$ cat src/rtl/vnu_pkg.sv
package vnu_pkg;

    localparam int MSG_W   = 6;
    localparam int MSG_MAX = (1 << (MSG_W - 1)) - 1;

    typedef logic signed [MSG_W-1:0] msg_t;

    // One stored edge pair; b_live marks a real second edge
    typedef struct packed {
        msg_t lane_a;
        msg_t lane_b;
        logic b_live;
    } edge_pair_t;

    typedef enum logic [1:0] {
        PH_IDLE   = 2'd0,
        PH_GATHER = 2'd1,
        PH_EMIT   = 2'd2
    } phase_e;

    // Symmetric clip of a wide difference into the message range
    function automatic msg_t clip_msg(input int v);
        if (v > MSG_MAX) begin
            return msg_t'(MSG_MAX);
        end else if (v < -MSG_MAX) begin
            return msg_t'(-MSG_MAX);
        end else begin
            return msg_t'(v);
        end
    endfunction

endpackage

$ cat src/rtl/vnu_seq.sv
module vnu_seq
    import vnu_pkg::*;
#(
    parameter int MAX_WT = 8,
    localparam int WT_W      = $clog2(MAX_WT + 1),
    localparam int MAX_PAIRS = (MAX_WT + 1) / 2,
    localparam int IDX_W     = (MAX_PAIRS > 1) ? $clog2(MAX_PAIRS) : 1
)(
    input  logic             clk,
    input  logic             rst,
    input  logic             node_start,
    input  logic [WT_W-1:0]  col_wt,
    input  logic             msg_valid,
    output logic             load_en,
    output logic             take,
    output logic             emit,
    output logic             b_live,
    output logic [IDX_W-1:0] pair_idx
);

    phase_e           phase_q;
    logic [IDX_W-1:0] idx_q;
    logic [IDX_W-1:0] last_q;
    logic [IDX_W-1:0] last_c;
    logic [WT_W:0]    npairs_c;
    logic             odd_q;
    logic             at_last;

    always_comb begin
        npairs_c = ({1'b0, col_wt} + 1'b1) >> 1;
        last_c   = IDX_W'(npairs_c - 1'b1);
    end

    assign at_last  = (idx_q == last_q);
    assign load_en  = node_start && (phase_q == PH_IDLE);
    assign take     = msg_valid && (phase_q == PH_GATHER);
    assign emit     = (phase_q == PH_EMIT);
    assign b_live   = !(at_last && odd_q);
    assign pair_idx = idx_q;

    always_ff @(posedge clk) begin
        if (rst) begin
            phase_q <= PH_IDLE;
            idx_q   <= '0;
            last_q  <= '0;
            odd_q   <= 1'b0;
        end else begin
            case (phase_q)
                PH_IDLE: begin
                    if (node_start) begin
                        phase_q <= PH_GATHER;
                        idx_q   <= '0;
                        last_q  <= last_c;
                        odd_q   <= col_wt[0];
                    end
                end
                PH_GATHER: begin
                    if (msg_valid) begin
                        if (at_last) begin
                            phase_q <= PH_EMIT;
                            idx_q   <= '0;
                        end else begin
                            idx_q <= idx_q + 1'b1;
                        end
                    end
                end
                PH_EMIT: begin
                    if (at_last) begin
                        phase_q <= PH_IDLE;
                        idx_q   <= '0;
                    end else begin
                        idx_q <= idx_q + 1'b1;
                    end
                end
                default: phase_q <= PH_IDLE;
            endcase
        end
    end

endmodule

$ cat src/rtl/vnu_pair_store.sv
module vnu_pair_store
    import vnu_pkg::*;
#(
    parameter int MAX_WT = 8,
    localparam int MAX_PAIRS = (MAX_WT + 1) / 2,
    localparam int IDX_W     = (MAX_PAIRS > 1) ? $clog2(MAX_PAIRS) : 1
)(
    input  logic             clk,
    input  logic             wr_en,
    input  logic [IDX_W-1:0] idx,
    input  edge_pair_t       wr_pair,
    output edge_pair_t       rd_pair
);

    edge_pair_t slot_q [MAX_PAIRS];

    // Every slot read during playback was written in the same node
    always_ff @(posedge clk) begin
        if (wr_en) begin
            slot_q[idx] <= wr_pair;
        end
    end

    assign rd_pair = slot_q[idx];

endmodule

$ cat src/rtl/vnu_sum_acc.sv
module vnu_sum_acc
    import vnu_pkg::*;
#(
    parameter int MAX_WT = 8,
    localparam int SUM_W = MSG_W + $clog2(MAX_WT + 1)
)(
    input  logic                    clk,
    input  logic                    rst,
    input  logic                    load_en,
    input  logic                    add_en,
    input  msg_t                    llr,
    input  edge_pair_t              pair,
    output logic signed [SUM_W-1:0] total
);

    logic signed [SUM_W-1:0] acc_q;

    function automatic logic signed [SUM_W-1:0] widen(input msg_t v);
        return {{(SUM_W - MSG_W){v[MSG_W-1]}}, v};
    endfunction

    // lane_b arrives already zeroed when it is not a real edge
    always_ff @(posedge clk) begin
        if (rst) begin
            acc_q <= '0;
        end else if (load_en) begin
            acc_q <= widen(llr);
        end else if (add_en) begin
            acc_q <= acc_q + widen(pair.lane_a) + widen(pair.lane_b);
        end
    end

    assign total = acc_q;

endmodule

$ cat src/rtl/vnu_extrinsic.sv
module vnu_extrinsic
    import vnu_pkg::*;
#(
    parameter int SUM_W = 10
)(
    input  logic                    clk,
    input  logic                    rst,
    input  logic                    emit,
    input  logic signed [SUM_W-1:0] total,
    input  edge_pair_t              rd_pair,
    output msg_t                    lane_o [2],
    output logic                    valid_o,
    output logic                    b_valid_o,
    output logic                    hard_o
);

    for (genvar L = 0; L < 2; L++) begin : g_lane
        msg_t src;
        logic live;
        msg_t q;

        assign src  = (L == 0) ? rd_pair.lane_a : rd_pair.lane_b;
        assign live = (L == 0) ? 1'b1 : rd_pair.b_live;

        always_ff @(posedge clk) begin
            if (rst) begin
                q <= '0;
            end else if (emit && live) begin
                q <= clip_msg(int'(total) - int'(src));
            end else begin
                q <= '0;
            end
        end

        assign lane_o[L] = q;
    end

    always_ff @(posedge clk) begin
        if (rst) begin
            valid_o   <= 1'b0;
            b_valid_o <= 1'b0;
            hard_o    <= 1'b0;
        end else begin
            valid_o   <= emit;
            b_valid_o <= emit && rd_pair.b_live;
            if (emit) begin
                hard_o <= total[SUM_W-1];
            end
        end
    end

endmodule

$ cat src/rtl/vnu_pair_update.sv
module vnu_pair_update
    import vnu_pkg::*;
#(
    parameter int MAX_WT = 8,
    localparam int WT_W      = $clog2(MAX_WT + 1),
    localparam int SUM_W     = MSG_W + $clog2(MAX_WT + 1),
    localparam int MAX_PAIRS = (MAX_WT + 1) / 2,
    localparam int IDX_W     = (MAX_PAIRS > 1) ? $clog2(MAX_PAIRS) : 1
)(
    input  logic             clk,
    input  logic             rst,
    input  logic             node_start,
    input  logic [MSG_W-1:0] chan_llr,
    input  logic [WT_W-1:0]  col_wt,
    input  logic             msg_valid,
    input  logic [MSG_W-1:0] msg_a,
    input  logic [MSG_W-1:0] msg_b,
    output logic             ext_valid,
    output logic [MSG_W-1:0] ext_a,
    output logic [MSG_W-1:0] ext_b,
    output logic             ext_b_valid,
    output logic             hard_bit
);

    logic                    load_en;
    logic                    take;
    logic                    emit;
    logic                    b_live;
    logic [IDX_W-1:0]        pair_idx;
    edge_pair_t              in_pair;
    edge_pair_t              rd_pair;
    logic signed [SUM_W-1:0] total;
    msg_t                    lane_out [2];

    always_comb begin
        in_pair.lane_a = msg_t'(msg_a);
        in_pair.lane_b = b_live ? msg_t'(msg_b) : '0;
        in_pair.b_live = b_live;
    end

    vnu_seq #(.MAX_WT(MAX_WT)) u_seq (
        .clk        (clk),
        .rst        (rst),
        .node_start (node_start),
        .col_wt     (col_wt),
        .msg_valid  (msg_valid),
        .load_en    (load_en),
        .take       (take),
        .emit       (emit),
        .b_live     (b_live),
        .pair_idx   (pair_idx)
    );

    vnu_pair_store #(.MAX_WT(MAX_WT)) u_store (
        .clk     (clk),
        .wr_en   (take),
        .idx     (pair_idx),
        .wr_pair (in_pair),
        .rd_pair (rd_pair)
    );

    vnu_sum_acc #(.MAX_WT(MAX_WT)) u_acc (
        .clk     (clk),
        .rst     (rst),
        .load_en (load_en),
        .add_en  (take),
        .llr     (msg_t'(chan_llr)),
        .pair    (in_pair),
        .total   (total)
    );

    vnu_extrinsic #(.SUM_W(SUM_W)) u_ext (
        .clk       (clk),
        .rst       (rst),
        .emit      (emit),
        .total     (total),
        .rd_pair   (rd_pair),
        .lane_o    (lane_out),
        .valid_o   (ext_valid),
        .b_valid_o (ext_b_valid),
        .hard_o    (hard_bit)
    );

    assign ext_a = lane_out[0];
    assign ext_b = lane_out[1];

endmodule

$ cat config.mk
export PLATFORM = sky130hd
export DESIGN_NAME = vnu_pair_update
export DESIGN_NICKNAME = d
export VERILOG_FILES = /design/src/rtl/vnu_pkg.sv /design/src/rtl/vnu_seq.sv /design/src/rtl/vnu_pair_store.sv /design/src/rtl/vnu_sum_acc.sv /design/src/rtl/vnu_extrinsic.sv /design/src/rtl/vnu_pair_update.sv
export SDC_FILE = /design/constraint.sdc
export NUM_CORES = 1
export LEC_CHECK = 0
export ABC_CLOCK_PERIOD_IN_PS = 6600
export CAP_MARGIN = 20
export CORE_ASPECT_RATIO = 1.75
export CORE_MARGIN = 3
export CORE_UTILIZATION = 40
export DETAILED_ROUTE_END_ITERATION = 10
export SLEW_MARGIN = 20
export SYNTH_ARGS = -nofsm -noshare
export SYNTH_HDL_FRONTEND = slang
export SYNTH_SLANG_ARGS = --single-unit
$ cat constraint.sdc
create_clock -name clk -period 6.6 [get_ports clk]
set_input_delay 1.32 -clock clk [delete_from_list [all_inputs] [get_ports clk]]
set_output_delay 1.32 -clock clk [all_outputs]
set_load 0.05 [all_outputs]
==> summary.txt, run 1 <==
max incr delay on CP - 460 ps
Post-Route Setup TNS - 0 ps
cell area after synthesis - 0.004989 mm2
required time of the critical path - 6870 ps
maximum number of pins on one net before global-route repair - 17
buffers inserted by post-CTS timing repair - 0
grt ovf - 0
core area - 0.01214 mm2
share of synthesized registers carrying an async set or reset - 0
final cell area excluding filler cells - 0.005879 mm2
Avg Vias per Cell - 5.347
CTS tree - done
count of flip-flops with a built-in enable after synthesis - 52
number of distinct standard cells referenced by the synthesized netlist - 54
DP Wirelength - 8381 um
share of the cycle needed by the critical path after routing - 0.6721
cell repeated most along the worst path - fa_1
setup slack, reg-to-reg - 2360 ps
Iter 0 DRT Violations - 124
Final Wtd Congestion - 0.8974
detailed-route via count - 3481
Hold Violations, Final - 0
mean instance size in the synthesized netlist - 11.34 um2
warnings from Yosys - 0
layout net count - 565
hold_buf cts - 0
wire per inst - 17.09 um
startpoint type of the worst setup path - input pin
clock-pin slew of the registers on the worst-case setup and hold paths - 70 ps
number of register bits inferred by synthesis - 86
antenna diode instance count - 0
Layout Area Growth over Synthesis - 17.86%
buffering stage count on the worst path with inverters included - 1
Setup Crit Path Kind - in -> reg
number of antenna violations at the first check in global routing - 0
worst setup skew after layout - 6.778 ps
Clock Path Buffers - 2
Worst-Skew Late Latency - 340 ps
CP Cell Sequence - clkdlybuf4s50_1 -> and2_1 -> fa_1 -> ha_1 -> fa_1 -> a21o_1 -> a21oi_1 -> o21ai_0 -> o41ai_1 -> xnor2_1 -> or3_1 -> a31oi_1
global routing met3 resource utilization - 0.02790
cell count along the critical path - 12
Sink Count - 86
worst-case setup slack after placement - 1805 ps
Die Outline Area - 0.01390 mm2
slew margin rel. - 0.3161
htree depth - 3
overall die height - 153.7 um
Post-Syn Nets - 524
cell family with the largest share of critical-path delay - compound AO/OA/AOI/OAI gates
Setup crit end kind - register
root buffer cell - clkbuf_16
grt peak-use layer - met2
Top-Level Pins - 41
Starting Density - 0.4111
Inserted Clock Buffers - 9
worst slew pin tran - 1013 ps
pwr/cell area - 416.2 mW/mm2
Synth Flop Type - edfxtp_1
Tightest Hold Check Type - reg -> reg
cells after synthesis - 440
chip width - 90.42 um
max capacitance violation total - 0
worst-case setup margin in the final layout - 2164 ps
PostCTS Resize Cnt - 0
P_leak - 2.198 nW
logic depth of the worst register-to-register path - 13
# DRC - 0
standard-cell row count - 53
global router's overall resource usage - 0.1680
maximum operating frequency - 0.2254 GHz
via count of the first global-routing pass - 3663
outcome - completed
worst hold slack - 464.8 ps
time the worst path needs with I/O delays and setup - 4436 ps
total placed instance area - 0.005550 mm2
data arrival at the endpoint of the critical path - 4700 ps
Finish-stage setup viols - 0
met1 capacity usage during global routing - 0.1707
maximum vdd drop - 278.0 uV
total wire length - 11130 um
layout cells sized above 1 - 0.07819
global routing met2 resource utilization - 0.3170
wire length of the first global-routing pass - 18080 um
slowest library cell on the worst path - fa_1
Hold Path Stages - 2
1st-pass router iterations - 4
sequential cell area fraction in the yosys report - 0.4495
biggest fanout along the worst timing path - 5
fill cell instance count of the final layout - 1100
number of routed nets with antenna violations - 0
number of port buffers - 39
Slew Limit Fails - 0
unrepaired setup endpoints after global routing - no
## kinds of logic (layout without fill, tap and decap cells)
family,Yosys count,after routing,share of synthesized area
AOI/OAI and AO/OA,89,89,0.1229
xor gates and xnor gates,23,23,0.04038
adders and majority gates,58,58,0.1635
buffers and inverters,37,83,0.02809
DFF,86,86,0.4495
muxes,17,17,0.06672
and+or+nand+nor,130,130,0.1289
## metrics by stage
step / std cells / total power [mW] / util
final: 651 / 2.447 / 0.4845
after global routing: 651 / 2.638 / 0.4845
after CTS: 651 / 2.464 / 0.4845
after detailed placement: 635 / 1.898 / 0.4574
after global placement: 635 / 1.870 / 0.4574
after floorplan: 440 / 1.611 / -
## cell usage after synthesis, drive strengths merged (2+ instances only)
master	n	area [um2]
edfxtp	52	1562
ha	46	575.6
nand2	36	135.1
dfxtp	34	680.7
nor2	30	112.6
a21oi	28	140.1
inv	28	105.1
o21ai	15	75.07
xnor2	15	131.4
mux4	13	292.8
fa	12	240.2
nand3	12	60.06
and2	10	62.56
xor2	8	70.07
and3	7	43.79
clkbuf	7	26.28
nor2b	7	51.30
or2	7	43.80
a211oi	6	45.04
nor3	5	25.02
o211ai	5	37.54
a311oi	4	35.03
mux2i	4	40.04
nor4	4	25.02
o21a	4	30.03
a21o	3	22.52
a31oi	3	18.77
nor3b	3	22.52
or3	3	18.77
a2111oi	2	36.29
buf	2	8.750
nand4	2	12.51
o2111ai	2	17.52
o21bai	2	15.01
o311ai	2	17.52
o31ai	2	15.01
o41ai	2	17.52
## worst reg2reg max path: cells and delay by family (launching register included)
kind / cells / cell delay, ps
DFF: 1 / 460
AOI/OAI and AO/OA: 5 / 1140
xor gates and xnor gates: 2 / 330
adders and majority gates: 3 / 1140
and+or+nand+nor: 3 / 1090
## worst paths after layout
kind                                  startpoint                          end
setup reg to reg  u_seq.pair_idx[0]$_SDFFE_PP0P_  u_acc.total[9]$_SDFFE_PP0P_
hold reg to reg         u_seq.odd_q$_SDFFE_PP0P_     u_seq.odd_q$_SDFFE_PP0P_
setup / recovery                        msg_b[1]  u_acc.total[9]$_SDFFE_PP0P_
hold / removal          u_seq.odd_q$_SDFFE_PP0P_     u_seq.odd_q$_SDFFE_PP0P_
## registers in the layout, summed over array words and instances, names as in the netlist, named ones only
signal / flops
u_acc.total: 10
u_ext.b_valid_o: 1
u_ext.g_lane.q: 12
u_ext.hard_o: 1
u_ext.valid_o: 1
u_seq.last_q: 2
u_seq.odd_q: 1
u_seq.pair_idx: 2
u_seq.phase_q: 2
u_store.slot_q: 52
## cell usage in the layout (no fill, tap or decap), types with 3 or more instances in the layout
| cell | netlist | layout |
|---|---|---|
| nor3_1 | 5 | 5 |
| nor2b_1 | 6 | 6 |
| xor2_1 | 8 | 8 |
| fa_1 | 12 | 12 |
| a21oi_1 | 28 | 28 |
| a311oi_1 | 4 | 4 |
| nor3b_1 | 3 | 3 |
| dfxtp_1 | 34 | 34 |
| and2_1 | 10 | 10 |
| nand2_1 | 36 | 36 |
| ha_1 | 46 | 46 |
| mux4_2 | 13 | 13 |
| nor4_1 | 4 | 4 |
| or2_2 | 6 | 6 |
| a21o_1 | 3 | 3 |
| edfxtp_1 | 52 | 52 |
| mux2i_1 | 4 | 4 |
| nor2_1 | 30 | 30 |
| and3_1 | 7 | 7 |
| a31oi_1 | 3 | 3 |
| clkbuf_16 | 0 | 9 |
| o211ai_1 | 5 | 5 |
| o21a_1 | 4 | 4 |
| inv_1 | 28 | 28 |
| inv_6 | 0 | 3 |
| xnor2_1 | 15 | 15 |
| nand3_1 | 12 | 12 |
| clkdlybuf4s50_1 | 0 | 39 |
| or3_1 | 3 | 3 |
| o21ai_0 | 15 | 15 |
| a211oi_1 | 6 | 6 |
## final cells by class
class | instances | area [um2] | area share
clock inverter | 7 | 103.9 | 0.01766
clock buffer | 9 | 225.2 | 0.03831
tap | 165 | 206.4 | 0.03511
multi-input combinational | 317 | 2606 | 0.4433
sequential | 86 | 2242 | 0.3814
timing repair buffer | 39 | 390.4 | 0.06640
inverter | 28 | 105.1 | 0.01788
## metal layers
metal  vias up  part of all wire
met3        29             0.033
li1       1706                 -
met5         -                 0
met4         0             0.047
met1      1673              0.38
met2        73              0.54
## power by group
| part | internal (mW) | switching, mW | leakage (nW) |
|---|---|---|---|
| combinational | 0.497 | 0.677 | 1.29 |
| sequential | 0.639 | 0.0735 | 0.746 |
| clock | 0.337 | 0.224 | 0.161 |
Note: power is estimated with default switching activity, not from simulation.
==> inputs of run 2 (changes only) <==
--- a/config.mk
+++ b/config.mk
@@ -5,7 +5,7 @@
 export SDC_FILE = /design/constraint.sdc
 export NUM_CORES = 1
 export LEC_CHECK = 0
-export ABC_CLOCK_PERIOD_IN_PS = 6600
+export ABC_CLOCK_PERIOD_IN_PS = 4600
 export CAP_MARGIN = 20
 export CORE_ASPECT_RATIO = 1.75
 export CORE_MARGIN = 3
==> constraint.sdc (replaced) <==
create_clock -name clk -period 4.6 [get_ports clk]
set_input_delay 0.92 -clock clk [delete_from_list [all_inputs] [get_ports clk]]
set_output_delay 0.92 -clock clk [all_outputs]
set_load 0.05 [all_outputs]
==> run 2 against run 1 <==
  * Core utilization fell by 0.27 points
  * Sequential share of layout area rose by 0.21 points
  * Non-clock buffer count rose by 2
  * Largest power group unchanged
  * Global-route usage barely moved
  * First-iteration DRC count decreased by 10%
  * Register-to-register slack lost 1800 ps
  * Critical path type is now reg -> reg
  * Power grew 40%
  * Via count is 0.26% higher
  * Cell count grew 0.31%
  * Combinational power increased by 46%
  * Critical path depth grew 1
==> summary.txt, run 2 (synthesized netlist as in run 1, its figures left out) <==
maximum operating frequency - 0.2473 GHz
startpoint type of the worst setup path - register (was input pin)
htree depth - 3 (unchanged)
Starting Density - 0.4111 (unchanged)
Slew Limit Fails - 0 (unchanged)
most frequent cells in the layout - edfxtp_1, ha_1, clkdlybuf4s50_1 (unchanged)
startpoint of the most critical register-to-register path - u_seq.pair_idx[0]$_SDFFE_PP0P_ (unchanged)
Finish-stage setup viols - 0 (unchanged)
number of antenna violations at the first check in global routing - 0 (unchanged)
CTS tree - done (unchanged)
worst setup skew after layout - 6.030 ps (was 6.778 ps)
maximum vdd drop - 289.2 uV (was 278.0 uV)
detailed-route via count - 3490 (was 3481)
Avg Vias per Cell - 5.345 (was 5.347)
P_leak - 2.184 nW (was 2.198 nW)
worst setup path start - u_seq.pair_idx[0]$_SDFFE_PP0P_ (was msg_b[1])
standard-cell row count - 53 (unchanged)
clock-pin slew of the registers on the worst-case setup and hold paths - 60 ps (was 70 ps)
Hold Violations, Final - 0 (unchanged)
routed length on met1 - 4481 um (was 4212 um)
Layout Area Growth over Synthesis - 17.21% (was 17.86%)
required time of the critical path - 4870 ps (was 6870 ps)
Die Outline Area - 0.01390 mm2 (unchanged)
Iter 0 DRT Violations - 111 (was 124)
via count of the first global-routing pass - 3604 (was 3663)
wire length of the first global-routing pass - 17930 um (was 18080 um)
hold path start - u_seq.odd_q$_SDFFE_PP0P_ (unchanged)
worst hold slack - 465.6 ps (was 464.8 ps)
max capacitance violation total - 0 (unchanged)
core area - 0.01214 mm2 (unchanged)
number of routed nets with antenna violations - 0 (unchanged)
data arrival at the endpoint of the critical path - 4320 ps (was 4700 ps)
Final Wtd Congestion - 0.9214 (was 0.8974)
biggest fanout along the worst timing path - 6 (was 5)
Setup Crit Path Kind - reg -> reg (was in -> reg)
DP Wirelength - 8567 um (was 8381 um)
outcome - completed (unchanged)
# DRC - 0 (unchanged)
max incr delay on CP - 470 ps (was 460 ps)
slew margin rel. - 0.3197 (was 0.3161)
worst slew pin tran - 1007 ps (was 1013 ps)
Setup crit end kind - register (unchanged)
root buffer cell - clkbuf_16 (unchanged)
total wire length - 11350 um (was 11130 um)
Worst-Skew Late Latency - 350 ps (was 340 ps)
CP Cell Sequence - xnor2_1 -> nand3_1 -> and2_1 -> fa_1 -> ha_1 -> fa_1 -> a21o_1 -> a21oi_1 -> o21ai_0 -> o41ai_1 -> xnor2_1 -> or3_1 -> a31oi_1 (was clkdlybuf4s50_1 -> and2_1 -> fa_1 -> ha_1 -> fa_1 -> a21o_1 -> a21oi_1 -> o21ai_0 -> o41ai_1 -> xnor2_1 -> or3_1 -> a31oi_1)
maximum number of pins on one net before global-route repair - 17 (unchanged)
number of flip-flops in the largest register - 52 (unchanged)
unrepaired setup endpoints after global routing - no (unchanged)
Inserted Clock Buffers - 9 (unchanged)
wire per inst - 17.38 um (was 17.09 um)
Post-Route Setup TNS - 0 ps (unchanged)
commonest non-fill, non-tap cell in the layout - edfxtp_1 (unchanged)
Top-Level Pins - 41 (unchanged)
layout cells sized above 1 - 0.08197 (was 0.07819)
Clock Path Buffers - 2 (unchanged)
amount of wire on met3 after detailed routing - 269 um (was 364 um)
slowest library cell on the worst path - fa_1 (unchanged)
hold_buf cts - 0 (unchanged)
global router's overall resource usage - 0.1678 (was 0.1680)
time the worst path needs with I/O delays and setup - 4044 ps
antenna diode instance count - 0 (unchanged)
buffers inserted by post-CTS timing repair - 0 (unchanged)
overall die height - 153.7 um (unchanged)
PostCTS Resize Cnt - 0 (unchanged)
pwr/cell area - 584.6 mW/mm2 (was 416.2 mW/mm2)
share of the cycle needed by the critical path after routing - 0.8792
1st-pass router iterations - 6 (was 4)
met2 WL post-DR - 6178 um (was 6031 um)
top routing layer in use - met4 (unchanged)
layout net count - 567 (was 565)
Sink Count - 86 (unchanged)
Tightest Hold Check Type - reg -> reg (unchanged)
largest reg by FF count - u_store.slot_q (unchanged)
setup slack, reg-to-reg - 560 ps (was 2360 ps)
number of port buffers - 39 (unchanged)
grt ovf - 0 (unchanged)
chip width - 90.42 um (unchanged)
==> run 2: cell types whose count changed in the layout (fill, tap and decap cells not counted) <==
cell,previous run,this run
bufinv_16,2,0
clkinv_2,0,1
buf_4,0,2
clkinvlp_4,0,1
==> run 2: power breakdown <==
part / total (mW) / internal (mW) / switching (mW)
registers: 1.01 / 0.916 / 0.0969
logic: 1.71 / 0.719 / 0.989
clock network: 0.697 / 0.373 / 0.324
==> run 2: layout make-up <==
type                       count  area (um2)
clock buffer                   9       225.2
clock inverter                 7       56.30
fill                        1117        6289
inverter                      28       105.1
multi-input combinational    317        2606
sequential                    86        2242
tap                          165       206.4
timing repair buffer          41       405.4
==> run 2: final timing paths <==
check                                end  depth (start not counted)
max          u_acc.total[9]$_SDFFE_PP0P_                         13
min             u_seq.odd_q$_SDFFE_PP0P_                          2
max reg2reg  u_acc.total[9]$_SDFFE_PP0P_                         13
min reg2reg     u_seq.odd_q$_SDFFE_PP0P_                          2
==> run 2: critical path, delay by kind of cell, from the launching register on <==
| family | cells | cell delay (ps) |
|---|---|---|
| and+or+nand+nor | 3 | 920 |
| adders and majority gates | 3 | 1110 |
| DFF | 1 | 450 |
| xor gates and xnor gates | 2 | 330 |
| AOI/OAI and AO/OA | 5 | 1150 |
==> run 2: routing by layer <==
layer,track usage,up-vias
li1,-,1718
met3,0.02888,23
met5,0,-
met1,0.1761,1689
met2,0.3170,60
met4,0.08400,0
==> run 2: through the flow <==
step | util | cells | power (mW) | setup slack [ps] | cell area [um2]
6_report | 0.4818 | 653 | 3.418 | 555.5 | 5847
3_3_place_gp | 0.4586 | 637 | 2.695 | 224.9 | 5565
2_1_floorplan | - | 440 | 2.311 | 996.7 | 4989
3_5_place_dp | 0.4586 | 637 | 2.737 | 198.9 | 5565
5_1_grt | 0.4818 | 653 | 3.670 | 285.1 | 5847
4_1_cts | 0.4818 | 653 | 3.438 | 535.7 | 5847
